<file path="src/rtl/idxcap_pkg.sv">
// Package: shared geometry of the messaging region and its index window.
// Assumes the region is 8 KB, so region offsets are 13 bits wide.
package idxcap_pkg;
    localparam int unsigned OFF_W    = 13;
    localparam logic [OFF_W-1:0] WIN_FIRST = 13'h050;
    localparam logic [OFF_W-1:0] WIN_LAST  = 13'h0FFF;
    localparam int unsigned WIN_WORDS = (int'(WIN_LAST) + 1 - int'(WIN_FIRST)) / 4;

    typedef logic [OFF_W-1:0] reg_off_t;
endpackage

</file>
<file path="src/rtl/idxcap_decode.sv">
// Module: idxcap_decode
// Decides whether a byte address lands in the index window of the
// messaging region selected by the region number. Purely combinational.
// Assumes ADDR_W > OFF_W and that the region is aligned to its own size.
module idxcap_decode
    import idxcap_pkg::*;
#(
    parameter int unsigned ADDR_W = 32,
    localparam int unsigned RGN_W = ADDR_W - OFF_W
) (
    input  logic [ADDR_W-1:0] addr,
    input  logic [RGN_W-1:0]  region,
    output logic              hit,
    output reg_off_t          offset
);
    logic rgn_match;
    logic above_lo;
    logic below_hi;

    // Split the address and compare each part against the window bounds.
    always_comb begin
        offset    = addr[OFF_W-1:0];
        rgn_match = (addr[ADDR_W-1:OFF_W] == region);
        above_lo  = (offset >= WIN_FIRST);
        below_hi  = (offset <= WIN_LAST);
        hit       = rgn_match && above_lo && below_hi;
    end
endmodule

</file>
<file path="src/rtl/idxcap_status.sv">
// Module: idxcap_status
// Holds the doorbell status bit, the mask bit, the locked capture offset
// and the per-burst capture flag. A hit beats a same-cycle clear.
// Assumes beat_cont is high only on beats after the first of a burst.
module idxcap_status
    import idxcap_pkg::*;
(
    input  logic     clk,
    input  logic     rst_n,
    input  logic     beat_we,
    input  logic     beat_cont,
    input  logic     beat_hit,
    input  reg_off_t beat_off,
    input  logic     clr_req,
    input  logic     mask_we,
    input  logic     mask_d,
    output logic     status,
    output logic     mask,
    output reg_off_t cap_off
);
    logic hit_wr;
    logic unlocked;
    logic burst_cap;
    logic capture;

    // Work out whether this beat rings the doorbell and whether it is captured.
    always_comb begin
        hit_wr   = beat_we && beat_hit;
        unlocked = !status || clr_req;
        capture  = hit_wr && unlocked && !(beat_cont && burst_cap);
    end

    // Status bit: a hit sets it, otherwise a write-one clears it.
    always_ff @(posedge clk) begin
        if (!rst_n)        status <= 1'b0;
        else if (hit_wr)   status <= 1'b1;
        else if (clr_req)  status <= 1'b0;
    end

    // Mask bit loaded by software.
    always_ff @(posedge clk) begin
        if (!rst_n)        mask <= 1'b0;
        else if (mask_we)  mask <= mask_d;
    end

    // Captured offset updated only on an unlocked capture.
    always_ff @(posedge clk) begin
        if (!rst_n)        cap_off <= '0;
        else if (capture)  cap_off <= beat_off;
    end

    // Remember whether the running burst has already been captured.
    always_ff @(posedge clk) begin
        if (!rst_n)                     burst_cap <= 1'b0;
        else if (capture)               burst_cap <= 1'b1;
        else if (beat_we && !beat_cont) burst_cap <= 1'b0;
    end

    AST_LOCK_HOLD: assert property (@(posedge clk) disable iff (!rst_n)
        status && !clr_req |=> $stable(cap_off));
    AST_SET_WINS: assert property (@(posedge clk) disable iff (!rst_n)
        hit_wr && clr_req |=> status);
    AST_HIT_SETS: assert property (@(posedge clk) disable iff (!rst_n)
        hit_wr |=> status);
    AST_NO_HIT_NO_SET: assert property (@(posedge clk) disable iff (!rst_n)
        !hit_wr && !status |=> !status);
    AST_BURST_TAIL: assert property (@(posedge clk) disable iff (!rst_n)
        beat_we && beat_cont && burst_cap |=> $stable(cap_off));
endmodule

</file>
<file path="src/rtl/idxcap_mempath.sv">
// Module: idxcap_mempath
// Registers the host and local write channels toward the backing memory
// and passes host reads straight through. Holds no register contents.
// Assumes the memory accepts one write per port per cycle.
module idxcap_mempath #(
    parameter int unsigned ADDR_W = 32,
    parameter int unsigned DATA_W = 32
) (
    input  logic              clk,
    input  logic              rst_n,
    input  logic              h_we,
    input  logic [ADDR_W-1:0] h_addr,
    input  logic [DATA_W-1:0] h_data,
    input  logic              l_we,
    input  logic [ADDR_W-1:0] l_addr,
    input  logic [DATA_W-1:0] l_data,
    input  logic [ADDR_W-1:0] rd_addr_in,
    output logic [DATA_W-1:0] rd_data_out,
    output logic              mh_we,
    output logic [ADDR_W-1:0] mh_addr,
    output logic [DATA_W-1:0] mh_data,
    output logic              ml_we,
    output logic [ADDR_W-1:0] ml_addr,
    output logic [DATA_W-1:0] ml_data,
    output logic [ADDR_W-1:0] mrd_addr,
    input  logic [DATA_W-1:0] mrd_data
);
    // Host write stage toward memory.
    always_ff @(posedge clk) begin
        if (!rst_n) begin
            mh_we   <= 1'b0;
            mh_addr <= '0;
            mh_data <= '0;
        end else begin
            mh_we   <= h_we;
            mh_addr <= h_addr;
            mh_data <= h_data;
        end
    end

    // Local write stage toward memory.
    always_ff @(posedge clk) begin
        if (!rst_n) begin
            ml_we   <= 1'b0;
            ml_addr <= '0;
            ml_data <= '0;
        end else begin
            ml_we   <= l_we;
            ml_addr <= l_addr;
            ml_data <= l_data;
        end
    end

    // Read path passes through unchanged.
    always_comb begin
        mrd_addr    = rd_addr_in;
        rd_data_out = mrd_data;
    end

    AST_HOST_FWD: assert property (@(posedge clk) disable iff (!rst_n)
        h_we |=> mh_we && mh_addr == $past(h_addr) && mh_data == $past(h_data));
    AST_LOCAL_FWD: assert property (@(posedge clk) disable iff (!rst_n)
        l_we |=> ml_we && ml_addr == $past(l_addr));
endmodule

</file>
<file path="src/rtl/inb_idx_capture.sv">
// Module: inb_idx_capture (top)
// Watches host writes for index-window hits, rings a maskable doorbell,
// captures the first hit's region offset and forwards all traffic to memory.
// Assumes cfg_region is stable while host traffic is in flight.
module inb_idx_capture
    import idxcap_pkg::*;
#(
    parameter int unsigned ADDR_W = 32,
    parameter int unsigned DATA_W = 32,
    localparam int unsigned RGN_W = ADDR_W - OFF_W
) (
    input  logic              clk,
    input  logic              rst_n,
    input  logic [RGN_W-1:0]  cfg_region,
    input  logic              host_wr_en,
    input  logic              host_wr_cont,
    input  logic [ADDR_W-1:0] host_wr_addr,
    input  logic [DATA_W-1:0] host_wr_data,
    input  logic [ADDR_W-1:0] host_rd_addr,
    output logic [DATA_W-1:0] host_rd_data,
    input  logic              lcl_wr_en,
    input  logic [ADDR_W-1:0] lcl_wr_addr,
    input  logic [DATA_W-1:0] lcl_wr_data,
    input  logic              sw_stat_we,
    input  logic              sw_stat_wdata,
    input  logic              sw_mask_we,
    input  logic              sw_mask_wdata,
    output logic              idx_status,
    output logic              idx_mask,
    output logic [OFF_W-1:0]  idx_offset,
    output logic              irq,
    output logic              mem_h_we,
    output logic [ADDR_W-1:0] mem_h_addr,
    output logic [DATA_W-1:0] mem_h_data,
    output logic              mem_l_we,
    output logic [ADDR_W-1:0] mem_l_addr,
    output logic [DATA_W-1:0] mem_l_data,
    output logic [ADDR_W-1:0] mem_rd_addr,
    input  logic [DATA_W-1:0] mem_rd_data
);
    logic     win_hit;
    reg_off_t win_off;
    logic     clr_req;

    // Software clear is a write of one to the status bit.
    always_comb clr_req = sw_stat_we && sw_stat_wdata;

    idxcap_decode #(.ADDR_W(ADDR_W)) u_dec (
        .addr   (host_wr_addr),
        .region (cfg_region),
        .hit    (win_hit),
        .offset (win_off)
    );

    idxcap_status u_stat (
        .clk       (clk),
        .rst_n     (rst_n),
        .beat_we   (host_wr_en),
        .beat_cont (host_wr_cont),
        .beat_hit  (win_hit),
        .beat_off  (win_off),
        .clr_req   (clr_req),
        .mask_we   (sw_mask_we),
        .mask_d    (sw_mask_wdata),
        .status    (idx_status),
        .mask      (idx_mask),
        .cap_off   (idx_offset)
    );

    idxcap_mempath #(.ADDR_W(ADDR_W), .DATA_W(DATA_W)) u_mem (
        .clk         (clk),
        .rst_n       (rst_n),
        .h_we        (host_wr_en),
        .h_addr      (host_wr_addr),
        .h_data      (host_wr_data),
        .l_we        (lcl_wr_en),
        .l_addr      (lcl_wr_addr),
        .l_data      (lcl_wr_data),
        .rd_addr_in  (host_rd_addr),
        .rd_data_out (host_rd_data),
        .mh_we       (mem_h_we),
        .mh_addr     (mem_h_addr),
        .mh_data     (mem_h_data),
        .ml_we       (mem_l_we),
        .ml_addr     (mem_l_addr),
        .ml_data     (mem_l_data),
        .mrd_addr    (mem_rd_addr),
        .mrd_data    (mem_rd_data)
    );

    // Level interrupt toward the local processor.
    always_comb irq = idx_status && idx_mask;

    AST_OUTSIDE_QUIET: assert property (@(posedge clk) disable iff (!rst_n)
        !idx_status && !(host_wr_en && host_wr_addr[ADDR_W-1:OFF_W] == cfg_region)
        |=> !idx_status);
    AST_CAPTURE_SRC: assert property (@(posedge clk) disable iff (!rst_n)
        !idx_status && host_wr_en && win_hit |=> idx_offset == $past(host_wr_addr[OFF_W-1:0]));
    AST_LOCAL_IGNORED: assert property (@(posedge clk) disable iff (!rst_n)
        lcl_wr_en && !host_wr_en |=> $stable(idx_offset));
endmodule

</file>
<file path="config.mk">
export PLATFORM = sky130hd
export DESIGN_NAME = inb_idx_capture
export DESIGN_NICKNAME = d
export VERILOG_FILES = /design/src/rtl/idxcap_pkg.sv /design/src/rtl/idxcap_decode.sv /design/src/rtl/idxcap_status.sv /design/src/rtl/idxcap_mempath.sv /design/src/rtl/inb_idx_capture.sv
export SDC_FILE = /design/constraint.sdc
export NUM_CORES = 1
export LEC_CHECK = 0
export BUFFER_PORTS_ARGS = -buffer_cell sky130_fd_sc_hd__buf_4
export CAP_MARGIN = 25
export CORE_AREA = 2 2 166 168
export DETAILED_ROUTE_END_ITERATION = 12
export DIE_AREA = 0 0 168 170
export PLACE_DENSITY = 0.51
export SYNTH_ARGS = -nofsm -noshare
export SYNTH_HDL_FRONTEND = slang
export SYNTH_HIERARCHICAL = 1
export SYNTH_SLANG_ARGS = --single-unit
</file>
<file path="constraint.sdc">
create_clock -name clk -period 5.6 [get_ports clk]
set_clock_uncertainty 0.15 [all_clocks]
set_input_delay 0.56 -clock clk [delete_from_list [all_inputs] [get_ports clk]]
set_output_delay 0.56 -clock clk [all_outputs]
set_load 0.02 [all_outputs]
</file>
==> metrics, run 1 <==
fmax=roughly 370 MHz; Clk pwr share=0.446; Max Cap Viol=0; worst-skew pair later-pin latency=410 ps; Syn. warnings=6; RSZ-0062 raised after global routing=false; final WL=16060 um; number of vias per cell=around 3.5; fraction of registers with async set/reset=0; Cell variety after synth=23; pwr dens=335.2 mW/mm2; core area=roughly 0.027 mm2; # rows=60; switch share=0.2580; Port Buf Inserts=301; clock root cell=clkbuf_16; Place WS=approximately 2400 ps; Final nets=between 800 and 900; CP delay by family, top=simple AND/OR/NAND/NOR gates; combinational share of power=0.118; CP max stage cell=and3b_1; CP startpoint kind=input pin; top_reg_cell synth=dfxtp_1; antenna viol nets, final=0; largest net degree at the start of global routing=81; gp weighted congestion=0.6945; Max rail drop VDD=0.0001904 V; CTS Hold Bufs=0; cell with the most instances after synthesis=dfxtp_1; CP Max Fanout=13; status=finished clean; initial detailed-routing violation count=157; CTS resizes=0; Worst Path Required=5780 ps; worst path bufs/invs=1; area leader, netlist=dfxtp_1; hpwl dp=between 10000 and 15000 um; Rel. slew slack=0.4335; initial antenna violation count=0; leakage power=0.003519 uW; period utilization=0.4859; Period minus WS final=2721 ps; # clock sinks=146; Seq/Total Area, Yosys=0.5791; global-route wire length before repair=22400 um; total iterations of the first detailed-routing run=4; layout cells sized above 1=0.4848; Worst EP arrival=2900 ps; largest cells by area after synthesis=dfxtp_1, and2_1, buf_4, mux2i_1, buf_6; Final WS setup=2879 ps; Final Max Slew Viols=0; DR vias=3639; CTS tree=built; Fin. Hold Viols=0; GR Util All Layers=0.1089; Avg WL per Cell=15.56 um; Setup Crit Path Kind=input pin to flop; Synth top cells by count=dfxtp_1, and2_1, buf_4, nand2_1, xor2_1; setup TNS=0 ps; Synth top area share=0.5791; CP max stage delay=a little under 800 ps; Die W=168 um; Slew @ Worst Pin=about 850 ps; Setup Buffers After CTS=0; vias in the first global route=3557; Initial Util=0.1894; Die Y-Extent=170 um; Syn Area/Cell=11.14 um2; Post-Syn Nets=673; Reg clk slew, reported paths=80 ps; P_int=1878 uW; H-tree Lvls=4; Seq cells post-synth=146; mapped cell area=approximately 0.0050 mm2; total grt overflow=0; endpoints failing setup=0; NetSw=653.3 uW; clock tree buffer depth=2; CTS buffer count=17; Hold Path Class=input pin to flop; number of synthesized flops with an enable pin=0; synthesized instance count=453; DRC viols=0; antenna fix cells=0; Flop pwr share=0.435; Critical Path End Type=flop; crit-path cells=buf_4 > xor2_1 > nor4_1 > nand4_1 > a311oi_1 > nand2_1 > and3b_1 > mux2i_1; # IOs=430; die area=approximately 0.029 mm2; Area Overhead vs Synth=49.65%
[power groups by stage]
stage / registers (uW) / logic (uW) / clock network (uW)
3_3_place_gp: 1130 / 305 / 0
3_5_place_dp: 1130 / 305 / 0
2_1_floorplan: 1190 / 136 / 0
6_report: 1100 / 299 / 1130
5_1_grt: 1110 / 321 / 1230
4_1_cts: 1100 / 306 / 1190
[cell usage in the layout, fill, tap and decap left out, types with 2 or more instances in the layout]
master,count
a21boi_0,2
and2_1,132
buf_4,302
clkbuf_16,17
clkinv_4,2
clkinvlp_4,2
dfxtp_1,146
inv_6,5
inv_8,3
mux2i_1,14
nand2_1,28
nand4_1,2
nor4_1,4
o21ai_0,2
xnor2_1,4
xor2_1,15
[sequential cells by signal (all words and copies together), names as in the netlist]
name / flops
u_mem/ml_we: 1
u_mem/mh_we: 1
u_stat/mask: 1
u_stat/burst_cap: 1
u_mem/mh_data: 32
u_stat/status: 1
u_mem/ml_data: 32
u_stat/cap_off: 13
u_mem/mh_addr: 32
u_mem/ml_addr: 32
[cell families after synthesis]
family / count (synthesis) / share of synthesized area
and+or+nand+nor: 172 / 0.2018
DFF: 146 / 0.5791
buffers and inverters: 97 / 0.1517
xor gates and xnor gates: 19 / 0.03297
muxes: 14 / 0.02776
AOI/OAI and AO/OA: 5 / 0.006693
[final timing paths]
check | cells past startpoint | endpoint | slack, ps | startpoint
worst max-delay path | 8 | u_stat/cap_off[3] | 2880 | cfg_region[15]
worst max register to register | 3 | u_stat/cap_off[3] | 3910 | u_stat/status
worst min-delay path | 2 | u_mem/ml_data[2] | 190 | lcl_wr_data[2]
worst min register to register | 2 | u_stat/cap_off[2] | 310 | u_stat/cap_off[2]
[metrics by stage]
stage	cell area, um2	hold slack (ps)	instances	power [uW]	util
2_1_floorplan	5047	307.7	453	1325	-
3_3_place_gp	6979	296.5	1000	1431	0.2619
3_5_place_dp	6979	304.6	1000	1432	0.2619
4_1_cts	7553	167.4	1032	2598	0.2834
5_1_grt	7553	158.9	1032	2658	0.2834
6_report	7553	190.6	1032	2532	0.2834
[per-layer routing]
layer  vias to the layer above  share of wire  global-route usage
met5                         -              0                   0
met4                         0          0.037             0.06541
met3                        49          0.099             0.04395
met2                       208           0.52              0.1994
met1                      1615           0.34              0.1022
li1                       1767              -                   -
[worst reg2reg max path, delay by kind of cell, from the launching register on]
family / cells / cell delay (ps)
simple gates: 2 / 820
flops: 1 / 380
mux: 1 / 270
[final cells by class]
class / instances / area (um2)
fillers: 2852 / 19100
flip-flops and latches: 146 / 2923
repair buffers: 302 / 2267
multi-input cells: 210 / 1359
clock buffers: 18 / 429.2
well taps: 341 / 426.7
clock inverters: 14 / 145.1
inverters: 1 / 3.754
Note: power is estimated with default switching activity, not from simulation.
==> run 2, diff against run 1 <==
--- a/config.mk
+++ b/config.mk
@@ -5,12 +5,13 @@
 export SDC_FILE = /design/constraint.sdc
 export NUM_CORES = 1
 export LEC_CHECK = 0
+export ABC_AREA = 1
 export BUFFER_PORTS_ARGS = -buffer_cell sky130_fd_sc_hd__buf_4
 export CAP_MARGIN = 25
-export CORE_AREA = 2 2 166 168
+export CORE_AREA = 2 2 165 167
 export DETAILED_ROUTE_END_ITERATION = 12
-export DIE_AREA = 0 0 168 170
-export PLACE_DENSITY = 0.51
+export DIE_AREA = 0 0 167 169
+export PLACE_DENSITY = 0.56
 export SYNTH_ARGS = -nofsm -noshare
 export SYNTH_HDL_FRONTEND = slang
 export SYNTH_HIERARCHICAL = 1
==> constraint.sdc (replaced) <==
create_clock -name clk -period 2.19 [get_ports clk]
set_clock_uncertainty 0.15 [all_clocks]
set_input_delay 0.219 -clock clk [delete_from_list [all_inputs] [get_ports clk]]
set_output_delay 0.219 -clock clk [all_outputs]
set_load 0.02 [all_outputs]
==> run 2 against run 1 <==
  * Count of clock-buffer cells in the layout rose by 1
  * Sequential cell count did not move
  * Sequential power rose to 2.6 times the previous value
  * Routed wire length rose by 31%
  * Largest cell class is now non-clock buffers
  * Critical path depth rose by 7
  * Register-to-register slack got worse by 3100 ps
  * First-iteration DRC count rose by 31%
  * Largest power group unchanged
==> metrics, run 2 <==
Worst EP arrival=2190 ps; largest cells by area after synthesis=dfxtp_1, inv_1, nand2_1, buf_4, nor2_1; Final Max Slew Viols=0; hpwl dp=15210 um; mapped cell area=0.005525 mm2; number of synthesized flops with an enable pin=0; switch share=0.2538; largest net degree at the start of global routing=74; overall power=roughly 7000 uW; Port Buf Inserts=301; final WL=21030 um; Fin. Hold Viols=0; # clock sinks=146; gp weighted congestion=between 0.8 and 0.9; # IOs=430; Die Y-Extent=169 um; fmax=492.4 MHz; commonest non-fill, non-tap cell in the layout=buf_4; P_int=5207 uW; crit-path cells=dlygate4sd3_1 > buf_4 > nand2_1 > o21ai_0 > inv_1 > nand2_1 > nor2_1 > nand2_1 > nor2_2 > nand2_1 > clkinv_2 > buf_4 > nand4_1 > nand2_1 > nor2_1; combinational share of power=0.151; worst-skew pair later-pin latency=approximately 410 ps; top_reg_cell synth=dfxtp_1; core area=0.02650 mm2; Synth top cells by count=inv_1, nand2_1, dfxtp_1, buf_4, nor2_1; Syn. warnings=6; Area Overhead vs Synth=74.98%; Max rail drop VDD=around 0.00046 V; Final nets=1317; Final Instance Area=roughly 0.0097 mm2; Syn Area/Cell=7.653 um2; vias in the first global route=5398; total iterations of the first detailed-routing run=4; GR Util All Layers=0.1433; Worst Path Required=between 2000 and 2500 ps; Reg clk slew, reported paths=60 ps; endpoints failing setup=0; initial detailed-routing violation count=205; Rel. slew slack=0.7464; Seq cells post-synth=146; area leader, netlist=dfxtp_1; NetSw=1771 uW; Seq/Total Area, Yosys=0.5290; RSZ-0062 raised after global routing=false; cell mode on critical path=nand2_1; hold_ws=about 20 ps; number of vias per cell=3.646; CP startpoint kind=input pin; synthesized instance count=722; antenna fix cells=0; CTS tree=built; pwr dens=721.8 mW/mm2; total grt overflow=0; Fillers=2674; DRC viols=0; Die W=167 um; Hold Path Class=input pin to flop; Slew @ Worst Pin=379.0 ps; setup TNS=0 ps; Max Cap Viol=0; clock tree buffer depth=2; CP max stage cell=dlygate4sd3_1; commonest non-fill, non-tap cells in the layout=buf_4, inv_1, nand2_1; Initial Util=0.2085; Setup Crit Path Kind=input pin to flop; period utilization=0.9274; CP max stage delay=between 500 and 600 ps; Cell variety after synth=18; leakage power=0.005601 uW; Critical Path End Type=flop; antenna viol nets, final=0; CTS buffer count=17; status=finished clean; H-tree Lvls=4; Period minus WS final=roughly 2000 ps; global-route wire length before repair=30610 um; CP delay by family, top=buffers and inverters; Clk pwr share=0.444; worst path bufs/invs=5; initial antenna violation count=0; placed cell areas=0.007571 mm2; fraction of registers with async set/reset=0; # rows=60; clock root cell=clkbuf_16; DR vias=roughly 5300; die area=0.02822 mm2; cell with the most instances after synthesis=inv_1; layout cells sized above 1=0.3216; CP Max Fanout=8; Flop pwr share=0.404; Post-Syn Nets=942; Avg WL per Cell=14.50 um; Synth top area share=0.5290
## run 2: changes by cell type after synthesis, moves of 6 or more
| cell | previous run | this run |
|---|---|---|
| nand2_2 | 0 | 11 |
| inv_1 | 1 | 208 |
| nand4_1 | 2 | 13 |
| nor2_1 | 1 | 32 |
| o21ai_0 | 2 | 8 |
| buf_4 | 77 | 87 |
| xor2_1 | 15 | 0 |
| and2_1 | 132 | 0 |
| mux2i_1 | 14 | 0 |
| nand2_1 | 28 | 197 |
| buf_6 | 12 | 1 |
## run 2: worst paths after layout
check | startpoint | endpoint | slack (ps) | cells past startpoint
max | host_wr_addr[25] | u_stat/cap_off[0] | 160 | 15
min reg2reg | u_stat/burst_cap | u_stat/burst_cap | 350 | 2
max reg2reg | u_stat/status | u_stat/cap_off[1] | 780 | 5
min | rst_n | u_mem/mh_data[6] | 20 | 3
## run 2: cells by family after synthesis
logic type / Yosys count / synth area share
AND/OR/NAND/NOR: 255 / 0.1868
buffers and inverters: 308 / 0.2715
flip-flops: 146 / 0.5290
AO/OA/AOI/OAI: 13 / 0.01268
## run 2: per-stage QoR
stage | setup WS (ps) | utilization | cells
after detailed placement | 31.54 | 0.2857 | 1273
after CTS | 14.34 | 0.3637 | 1450
after floorplan | 752.3 | - | 722
final | 159.0 | 0.3648 | 1451
after global placement | 8.737 | 0.2857 | 1273
after global routing | 21.53 | 0.3648 | 1451
## run 2: power groups by stage
stage / Combinational (uW) / Sequential (uW) / Clock (uW)
after floorplan: 368 / 3040 / 0
after global placement: 839 / 2880 / 0
after detailed placement: 841 / 2880 / 0
after CTS: 1050 / 2820 / 3220
after global routing: 1140 / 2830 / 3330
final: 1060 / 2820 / 3100
## run 2: timing repair
action	in CTS	in global routing
buffers inserted	0	0
resized for setup	0	5
setup endpoints to repair	0	14
hold buffers	145	0
endpoints found under the hold margin	140	0
## run 2: per-layer routing
metal,share of wire,global-route usage
met1,0.35,0.1403
met2,0.51,0.2621
met3,0.10,0.06032
met4,0.038,0.06634
met5,0,0
## run 2: final cells by class
class	instances	area [um2]	area share
clock inverters	13	172.7	0.01786
flip-flops and latches	146	2923	0.3023
repair buffers	451	3774	0.3903
multi-input cells	269	1132	0.1171
clock buffers	19	442.9	0.04581
inverters	212	797.0	0.08244
well taps	341	426.7	0.04413
## run 2: worst reg2reg max path: stages (launching register included)
cell and delay (ps):
dfxtp_1 460, nand2_2 290, nand3_4 240, nand2_1 70, inv_1 60, nor2_1 30
